<file path="config.mk">
export PLATFORM = sky130hd
export DESIGN_NAME = ldst_xfer_unit
export DESIGN_NICKNAME = d
export VERILOG_FILES = /design/src/rtl/ldst_pkg.sv /design/src/rtl/ldst_addr_gen.sv /design/src/rtl/ldst_store_fmt.sv /design/src/rtl/ldst_load_align.sv /design/src/rtl/ldst_xfer_unit.sv
export SDC_FILE = /design/constraint.sdc
export NUM_CORES = 1
export LEC_CHECK = 0
export BUFFER_PORTS_ARGS = -buffer_cell sky130_fd_sc_hd__buf_2
export CAP_MARGIN = 30
export CORE_ASPECT_RATIO = 1.4
export CORE_MARGIN = 4
export CORE_UTILIZATION = 47
export DETAILED_ROUTE_END_ITERATION = 8
export GPL_ROUTABILITY_DRIVEN = 0
export GPL_TIMING_DRIVEN = 0
export MAX_ROUTING_LAYER = met4
export PLACE_DENSITY = 0.76
export SLEW_MARGIN = 20
export SYNTH_ARGS = -nofsm -noshare
export SYNTH_HDL_FRONTEND = slang
export SYNTH_SLANG_ARGS = --single-unit
</file>
<file path="constraint.sdc">
create_clock -name clk -period 2.1 [get_ports clk]
set_input_delay 0.42 -clock clk [delete_from_list [all_inputs] [get_ports clk]]
set_output_delay 0.42 -clock clk [all_outputs]
set_load 0.005 [all_outputs]
</file>
<file path="src/rtl/ldst_pkg.sv">
package ldst_pkg;
  localparam int XW    = 32;
  localparam int IDXW  = 4;
  localparam int IMMW  = 12;

  localparam int BIT_REGOFF = 25;
  localparam int BIT_PRE    = 24;
  localparam int BIT_UP     = 23;
  localparam int BIT_BYTE   = 22;
  localparam int BIT_WB     = 21;
  localparam int BIT_LOAD   = 20;

  typedef enum logic [1:0] {
    ST_IDLE = 2'd0,
    ST_BUS  = 2'd1,
    ST_RESP = 2'd2
  } seq_t;

  typedef struct packed {
    logic            load;
    logic            byte_x;
    logic            wb;
    logic [IDXW-1:0] rn;
    logic [IDXW-1:0] rd;
  } xfer_ctrl_t;
endpackage

</file>
<file path="src/rtl/ldst_addr_gen.sv">
module ldst_addr_gen #(
  parameter int XW       = 32,
  parameter int IMMW     = 12,
  parameter int IDXW     = 4,
  parameter int PC_LD_ADJ = 8,
  parameter int PC_ST_ADJ = 12
) (
  input  logic            load,
  input  logic            regoff,
  input  logic            up,
  input  logic            pre,
  input  logic [IDXW-1:0] rn,
  input  logic [XW-1:0]   rf_base,
  input  logic [XW-1:0]   pc,
  input  logic [IMMW-1:0] imm,
  input  logic [XW-1:0]   shifted_off,
  output logic [XW-1:0]   addr,
  output logic [XW-1:0]   new_base
);
  localparam logic [IDXW-1:0] PC_IDX = {IDXW{1'b1}};
  localparam logic [XW-1:0]   LD_ADJ = XW'(PC_LD_ADJ);
  localparam logic [XW-1:0]   ST_ADJ = XW'(PC_ST_ADJ);

  logic [XW-1:0] base;
  logic [XW-1:0] offset;

  always_comb begin
    if (rn == PC_IDX) begin
      base = pc + (load ? LD_ADJ : ST_ADJ);
    end else begin
      base = rf_base;
    end
  end

  always_comb begin
    if (regoff) begin
      offset = shifted_off;
    end else begin
      offset = {{(XW-IMMW){1'b0}}, imm};
    end
  end

  always_comb begin
    if (up) begin
      new_base = base + offset;
    end else begin
      new_base = base - offset;
    end
    addr = pre ? new_base : base;
  end
endmodule

</file>
<file path="src/rtl/ldst_store_fmt.sv">
module ldst_store_fmt #(
  parameter int XW       = 32,
  parameter int IDXW     = 4,
  parameter int PC_SRC_ADJ = 8
) (
  input  logic            byte_x,
  input  logic [IDXW-1:0] rd,
  input  logic [XW-1:0]   rf_data,
  output logic [XW-1:0]   wdata
);
  localparam logic [IDXW-1:0] PC_IDX  = {IDXW{1'b1}};
  localparam logic [XW-1:0]   SRC_ADJ = XW'(PC_SRC_ADJ);

  logic [XW-1:0] src;

  always_comb begin
    src = (rd == PC_IDX) ? (rf_data + SRC_ADJ) : rf_data;
    if (byte_x) begin
      wdata = {{(XW-8){1'b0}}, src[7:0]};
    end else begin
      wdata = src;
    end
  end
endmodule

</file>
<file path="src/rtl/ldst_load_align.sv">
module ldst_load_align #(
  parameter int XW = 32
) (
  input  logic                    byte_x,
  input  logic [$clog2(XW/8)-1:0] lane,
  input  logic [XW-1:0]           rdata,
  output logic [XW-1:0]           value
);
  localparam int LANES = XW / 8;

  logic [XW-1:0] rot   [LANES];
  logic [7:0]    bytes [LANES];

  for (genvar k = 0; k < LANES; k++) begin : g_lane
    if (k == 0) begin : g_zero
      assign rot[k] = rdata;
    end else begin : g_rot
      assign rot[k] = {rdata[8*k-1:0], rdata[XW-1:8*k]};
    end
    assign bytes[k] = rdata[8*k +: 8];
  end

  always_comb begin
    if (byte_x) begin
      value = {{(XW-8){1'b0}}, bytes[lane]};
    end else begin
      value = rot[lane];
    end
  end

  always_comb begin
    if (byte_x) begin
      a_r8_zext: assert (value[XW-1:8] == '0);
    end
  end
endmodule

</file>
<file path="src/rtl/ldst_xfer_unit.sv">
module ldst_xfer_unit
  import ldst_pkg::*;
#(
  parameter int PC_LD_ADJ  = 8,
  parameter int PC_ST_ADJ  = 12,
  parameter int PC_SRC_ADJ = 8
) (
  input  logic            clk,
  input  logic            rst_n,
  input  logic            start,
  input  logic [XW-1:0]   opcode,
  input  logic [XW-1:0]   shifted_off,
  input  logic [XW-1:0]   pc,
  output logic            busy,
  output logic [IDXW-1:0] rf_raddr_base,
  input  logic [XW-1:0]   rf_rdata_base,
  output logic [IDXW-1:0] rf_raddr_data,
  input  logic [XW-1:0]   rf_rdata_data,
  output logic            mem_req,
  output logic            mem_we,
  output logic            mem_size,
  output logic [XW-1:0]   mem_addr,
  output logic [XW-1:0]   mem_wdata,
  input  logic [XW-1:0]   mem_rdata,
  input  logic            mem_ack,
  output logic            rf_wb_en,
  output logic [IDXW-1:0] rf_wb_addr,
  output logic [XW-1:0]   rf_wb_data,
  output logic            rf_ld_en,
  output logic [IDXW-1:0] rf_ld_addr,
  output logic [XW-1:0]   rf_ld_data
);
  localparam int LANEW = $clog2(XW/8);

  seq_t          state_q, state_d;
  xfer_ctrl_t    ctrl_q, ctrl_d;
  logic [XW-1:0] addr_q, nbase_q, wdata_q, ldval_q;
  logic          accept, ack_take;

  logic [XW-1:0] addr_c, nbase_c, wdata_c, ldval_c;
  logic          pre_c;

  assign rf_raddr_base = opcode[19:16];
  assign rf_raddr_data = opcode[15:12];
  assign pre_c         = opcode[BIT_PRE];

  ldst_addr_gen #(
    .XW(XW), .IMMW(IMMW), .IDXW(IDXW),
    .PC_LD_ADJ(PC_LD_ADJ), .PC_ST_ADJ(PC_ST_ADJ)
  ) u_agen (
    .load        (opcode[BIT_LOAD]),
    .regoff      (opcode[BIT_REGOFF]),
    .up          (opcode[BIT_UP]),
    .pre         (pre_c),
    .rn          (opcode[19:16]),
    .rf_base     (rf_rdata_base),
    .pc          (pc),
    .imm         (opcode[IMMW-1:0]),
    .shifted_off (shifted_off),
    .addr        (addr_c),
    .new_base    (nbase_c)
  );

  ldst_store_fmt #(
    .XW(XW), .IDXW(IDXW), .PC_SRC_ADJ(PC_SRC_ADJ)
  ) u_sfmt (
    .byte_x  (opcode[BIT_BYTE]),
    .rd      (opcode[15:12]),
    .rf_data (rf_rdata_data),
    .wdata   (wdata_c)
  );

  ldst_load_align #(.XW(XW)) u_lalign (
    .byte_x (ctrl_q.byte_x),
    .lane   (addr_q[LANEW-1:0]),
    .rdata  (mem_rdata),
    .value  (ldval_c)
  );

  // next-state
  always_comb begin
    state_d  = state_q;
    accept   = 1'b0;
    ack_take = 1'b0;
    unique case (state_q)
      ST_IDLE: if (start) begin
        accept  = 1'b1;
        state_d = ST_BUS;
      end
      ST_BUS: if (mem_ack) begin
        ack_take = 1'b1;
        state_d  = ST_RESP;
      end
      ST_RESP: state_d = ST_IDLE;
      default: state_d = ST_IDLE;
    endcase
  end

  always_comb begin
    ctrl_d.load   = opcode[BIT_LOAD];
    ctrl_d.byte_x = opcode[BIT_BYTE];
    ctrl_d.wb     = !opcode[BIT_PRE] || opcode[BIT_WB];
    ctrl_d.rn     = opcode[19:16];
    ctrl_d.rd     = opcode[15:12];
  end

  // registers
  always_ff @(posedge clk or negedge rst_n) begin
    if (!rst_n) begin
      state_q <= ST_IDLE;
    end else begin
      state_q <= state_d;
    end
  end

  always_ff @(posedge clk or negedge rst_n) begin
    if (!rst_n) begin
      ctrl_q  <= '0;
      addr_q  <= '0;
      nbase_q <= '0;
      wdata_q <= '0;
    end else if (accept) begin
      ctrl_q  <= ctrl_d;
      addr_q  <= addr_c;
      nbase_q <= nbase_c;
      wdata_q <= wdata_c;
    end
  end

  always_ff @(posedge clk or negedge rst_n) begin
    if (!rst_n) begin
      ldval_q <= '0;
    end else if (ack_take) begin
      ldval_q <= ldval_c;
    end
  end

  // outputs
  assign busy      = (state_q != ST_IDLE);
  assign mem_req   = (state_q == ST_BUS);
  assign mem_we    = !ctrl_q.load;
  assign mem_size  = !ctrl_q.byte_x;
  assign mem_addr  = addr_q;
  assign mem_wdata = wdata_q;

  logic ld_hits_base;
  assign ld_hits_base = ctrl_q.load && (ctrl_q.rd == ctrl_q.rn);

  assign rf_wb_en   = (state_q == ST_RESP) && ctrl_q.wb && !ld_hits_base;
  assign rf_wb_addr = ctrl_q.rn;
  assign rf_wb_data = nbase_q;
  assign rf_ld_en   = (state_q == ST_RESP) && ctrl_q.load;
  assign rf_ld_addr = ctrl_q.rd;
  assign rf_ld_data = ldval_q;

  // assertions
  a_r11_req_hold: assert property (@(posedge clk) disable iff (!rst_n)
    (mem_req && !mem_ack) |=> (mem_req && $stable(mem_addr) && $stable(mem_wdata)
                               && $stable(mem_we) && $stable(mem_size)));

  a_r11_one_pulse: assert property (@(posedge clk) disable iff (!rst_n)
    (rf_wb_en || rf_ld_en) |=> (!rf_wb_en && !rf_ld_en));

  a_r11_after_ack: assert property (@(posedge clk) disable iff (!rst_n)
    (rf_wb_en || rf_ld_en) |-> $past(mem_req && mem_ack));

  a_r10_no_clash: assert property (@(posedge clk) disable iff (!rst_n)
    !(rf_wb_en && rf_ld_en && (rf_wb_addr == rf_ld_addr)));

  a_r12_ignore_busy: assert property (@(posedge clk) disable iff (!rst_n)
    (mem_req && !mem_ack) |=> !(rf_wb_en || rf_ld_en));

  a_r1_idle_quiet: assert property (@(posedge clk) disable iff (!rst_n)
    !busy |-> (!mem_req && !rf_wb_en && !rf_ld_en));
endmodule

</file>
### Word level (Yosys, flattened, before mapping)

Cells that the tools add are included.

| word-level totals | value |
|---|---|
| input port bits | 196 |
| word-level logic and storage cells | 56 |
| memories | 0 |
| memory bits (read-only) | 0 |
| bits in latches | 0 |
| register bits | 141 |
| bits in writable memories | 0 |

| operators by class | value |
|---|---|
| mux-type cells | 21 |
| multipliers | 0 |
| shift-type cells | 0 |
| $add $sub $neg | 4 |
| divide/modulo/power cells | 0 |
| eq/ne operators | 7 |
| bitwise logic cells | 1 |
| $lt $le $gt $ge | 1 |
| reduce and logical (&&, ||, !) cells | 12 |

Operators by type and width:

| kind | count |
|---|---|
| 32-bit two-way mux | 9 |
| 32-bit adder | 2 |
| 32-bit binary-select mux with 2-bit select | 1 |
| 32-bit by 4-bit adder with 32-bit output (second input constant) | 1 |
| 32-bit subtractor | 1 |
| 8-bit binary-select mux with 2-bit select | 1 |
| 8-bit two-way mux | 2 |
| 4-bit equality test (second input constant) | 2 |
| 4-bit equality test | 1 |
| 1-bit logical AND | 4 |
| 1-bit logical NOT | 4 |
| 1-bit two-way mux | 4 |
| 2-bit two-way mux | 2 |
| 2-bit one-hot mux with 2 select lines | 1 |
| 3-bit greater-or-equal comparator (second input constant) | 1 |
| 3-bit two-way mux | 1 |
| 2-bit NOT with 3-bit output | 1 |
| 2-bit by 1-bit equality test with 1-bit output (second input constant) | 1 |
| 2-bit equality test (second input constant) | 1 |
| 2-bit logical NOT | 1 |
| 2-bit by 1-bit inequality test with 1-bit output (second input constant) | 1 |
| 2-bit inequality test (second input constant) | 1 |
| 2-bit AND reduction | 1 |
| 2-bit nonzero test | 1 |
| 1-bit logical OR | 1 |

### Longest topological paths before layout

| depth | value |
|---|---|
| depth after elaboration | 6 |
| depth in mapped cells | 22 |
| depth with buffers taken out | 19 |

### Hierarchy

A second synthesis with hierarchy kept.

| unflattened totals | value |
|---|---|
| cell total of the unflattened synthesis | 1174 |
| area, all modules | 11115.7 µm² |

Modules (own cells, without submodules):

| module | area an instance (µm²) | times used | cells each |
|---|---|---|---|
| ldst_xfer_unit | 5450.2 | 1 | 338 |
| ldst_addr_gen | 4095.2 | 1 | 624 |
| ldst_store_fmt | 792.0 | 1 | 132 |
| ldst_load_align | 778.2 | 1 | 80 |

### Worst setup path after synthesis

OpenSTA, ideal clock, no wires.

| timing path | value |
|---|---|
| kind | in2reg |
| from | input port opcode[25] |
| to | register addr_q[29] (netlist: mem_addr[29]) |
| stages on the path | 20 |
| slack | -3.266 ns |
| required time | 1.977 ns |
| arrival time | 5.243 ns |
| path buffers | 4 |
| path through | buf_2 -> buf_2 -> clkbuf_1 -> clkbuf_1 -> mux2i_1 -> ha_1 -> o211ai_1 -> nor4_1 -> a21boi_0 -> nor2_1 -> nor3_1 -> a311oi_1 -> ha_1 -> nand2_1 -> or3_1 -> or4_1 -> a211oi_1 -> o2111a_1 -> mux2i_1 -> nor3_1 |

| between the ends | value |
|---|---|
| cells in the longest elaborated chain, start to end | 4 |
| elaborated cells on any way between the ends | 5 |
| those cells by class | add/sub: 2; mux: 3 |

RTL lines:

| item | RTL line | RTL |
|---|---|---|
| from (decl) | ldst_xfer_unit.sv:11 | `input logic [XW-1:0] opcode,` |
| 32-bit two-way mux * | ldst_addr_gen.sv:36 | `if (regoff) begin` |
| 32-bit subtractor or 32-bit adder (tied branches) | ldst_addr_gen.sv:47, ldst_addr_gen.sv:45 |  |
| 32-bit two-way mux * | ldst_addr_gen.sv:44 | `if (up) begin` |
| 32-bit two-way mux * | ldst_addr_gen.sv:49 | `addr = pre ? new_base : base;` |
| to (signal assigned) | ldst_xfer_unit.sv:124 | `addr_q <= addr_c;` |
| to (decl) | ldst_xfer_unit.sv:37 | `logic [XW-1:0] addr_q, nbase_q, wdata_q, ldval_q;` |

Every way passes the cells marked *; elsewhere a longest branch is shown, timed or not.
A chain may end at the register's enable or synchronous reset.

### Worst setup path after layout

Same ends and word-level chain as after synthesis.

==> results.cfg <==
[synth]
synth_cell_types = 66
syn_area_per_cell_um2 = 8.63
synthArstFlopShare_pct = 100
synth_area_mm2 = 0.0105
synth_seq_cells = 141
yosysTopAreaCell = dfrtp_1
syn-num-nets = 1450
synth-main-ff-cell = dfrtp_1
yosys_warnings = 0
synth_edf_count = 0
netlist.area_leader.share_pct = 33.6
seq_area_frac_synth_pct = 33.6
syn_inst = 1218
synth_top_cells_by_area = dfrtp_1, nand2_1, mux4_2

[final_layout]
fillers = 1728
final_nets = 1882
final_common_cell = buf_2
area_growth_pct = 41.7
fin_util_pct = 67.9
mostFrequentLayoutCells = buf_2, nand2_1, dfrtp_1, buf_4, o21ai_0
post_route_cells_drive_above_1_share_pct = 42.5

[setup_path]
cp_slowest_cell = or4_4
crit_cells = 21
worstSetupStartpointType = input port
r2r_cells = 7
worstPathCellList = buf_8 -> buf_8 -> buf_8 -> clkbuf_16 -> clkbuf_16 -> mux2i_4 -> ha_4 -> o211ai_1 -> nor4_2 -> buf_4 -> a21boi_4 -> a21oi_2 -> a311oi_1 -> ha_1 -> nand2_2 -> or3_4 -> or4_4 -> a211oi_4 -> o2111a_2 -> mux2i_1 -> nor3_1
cpPeakStageDelay_ps = 470
cp.arrival_ps = 4650
path_buf_inv = 6
critPathMaxFanout = 7
worstSetupPathType = in -> reg
crit_required_ps = 2410
r2r_slack_ps = -160
cpMostUsedCell = buf_8
cp-end-kind = flip-flop
path_delay_family = compound AO/OA/AOI/OAI gates

[drt]
wl_mm = 41.7
via_count = 11700
firstDrtPassIters = 6
drc = 0
postRouteAntennaNets = 0
wl_per_cell_um = 21.3
vias_per_cell = 5.97
drt_iter0_markers = 974

[global_routing]
gr-total-overflow = 0
grt_use_total_pct = 32.0
antenna_found_initial = 1
grt_pass1_wl_mm = 60.2
grt_max_degree = 94
first_global_vias = 11200

[clock_network]
cts_root_buffer = clkbuf_16
clk_latency_ps = 430
cts.sink_count = 141
clk_pin_slew_worst_paths_ps = 70
numCtsBuffers = 17
cts_tree = done
clock_path_buffers = 2
h-tree-depth = 4

[timing]
slew_headroom_pct = 39.3
fin_ws_ps = -2230
worstMarginPinSlew_ps = 910
slew_viol_final = 0
fin_crit_ps = 4330
max_freq_mhz = 231
setup_viol = 62
clock_skew_ps = 11.7
rsz0062_at_grt = true
post-route-period-util_pct = 206
hold_viol_final = 0

[floorplan]
rows = 64
die_w_um = 134
die_h_um = 185
initial_core_util_pct = 47.9
die_area_mm2 = 0.0248
io_pins = 346
coreArea_mm2 = 0.0219

[placed_design]
io_buffers = 339
dpl.hpwl_mm = 30.8

[job]
cap_violations = 0

[status]
status = complete, but fails checks
violations = setup timing

[min_path]
hold_depth = 3
hold_class = in -> reg

[pwr]
powerDensity_mw_per_mm2 = 1020
p_total_mw = 15.1
power.leakage_nw = 7.01
peakVddDrop_uv = 526
==> state kept, by name, summed over array words and instances, names as in the netlist <==
name / flops
rf_ld_addr: 4
mem_addr: 32
ctrl_q: 3
rf_wb_data: 32
rf_wb_addr: 4
rf_ld_data: 32
state_q: 2
mem_wdata: 32
==> cells in the mapped netlist (all sizes together), types with 14 or more instances <==
cell    number
xnor2       51
buf         34
nor2        73
dfrtp      141
nand4       14
xor2        49
and3        20
nor3        29
clkbuf      48
a22o        24
mux4        32
a21oi       50
nand2      225
nand3       28
ha          35
mux2        19
o21ai      124
mux2i       32
inv         29
==> power breakdown <==
part           internal, mW  leakage (nW)  switching [mW]
combinational          3.52          4.99            3.89
clock                  1.78         0.274            1.26
sequential             3.93          1.74           0.731
total                  9.23          7.01            5.88
==> through the flow <==
| step | hold WS [ps] | cell area, µm² | worst slack [ps] | TNS [ps] | instances |
|---|---|---|---|---|---|
| 3_5_place_dp | 361 | 12800 | -3330 | -165170 | 1855 |
| 6_report | 189 | 14900 | -2230 | -94500 | 1960 |
| 4_1_cts | 171 | 14200 | -2260 | -83430 | 1928 |
| 5_1_grt | 183 | 14900 | -2370 | -99080 | 1960 |
| 3_3_place_gp | 453 | 12800 | -3370 | -364920 | 1854 |
| 2_1_floorplan | 124 | 10700 | -2310 | -86990 | 1218 |
==> cell families (layout without fill, tap and decap cells) <==
group	Yosys count	in the layout	synth area share [%]
simple gates	451	451	19.7
compound gates	295	295	17.4
flops	141	141	33.6
buf+inv	112	556	4.68
xor+xnor	100	100	8.41
mux	83	83	11.9
fa+ha+maj	36	36	4.36
other cells	0	1	0
==> worst paths after layout <==
| kind | start | end |
|---|---|---|
| setup reg to reg | state_q[1] | mem_addr[29] |
| setup / recovery | opcode[25] | mem_addr[29] |
| hold reg to reg | rf_wb_data[20] | rf_wb_data[20] |
| max in group asynchronous | rst_n | rf_wb_data[25] |
| hold / removal | rf_rdata_data[1] | mem_wdata[1] |
| min in group asynchronous | rst_n | mem_wdata[23] |
==> worst register-to-register path, delay by kind of cell, from the launching register on <==
kind	cells	cell delay, ps
compound gates	1	230
buf+inv	2	480
flops	1	420
simple gates	4	1030
==> metal layers <==
| layer | GRT usage [%] | share of wire [%] | vias up |
|---|---|---|---|
| met5 | - | 0 | - |
| met4 | 15.4 | 5.7 | 0 |
| met3 | 5.00 | 8.3 | 183 |
| met2 | 56.7 | 51 | 748 |
| met1 | 34.9 | 35 | 5541 |
| li1 | - | - | 5230 |
==> cell type report <==
cell class	instances	area, µm²	area share (%)
diodes	1	2.50	0.0168
plain buffers	75	470	3.16
repair buffers	420	2410	16.2
clock inverters	13	144	0.966
multi-input cells	965	7400	49.7
flip-flops and latches	141	3530	23.7
clock buffers	18	439	2.95
well taps	297	372	2.50
inverters	30	116	0.782
==> what timing repair did <==
| item | 4_1_cts | 5_1_grt |
|---|---|---|
| endpoints found under the hold margin | 48 | 0 |
| endpoints found under the setup margin | 123 | 99 |
| buffers inserted | 46 | 37 |
| hold buffers | 1 | 0 |
| pin swaps | 63 | 60 |
| gates resized for setup | 146 | 102 |
Note: power is estimated with default switching activity, not from simulation.
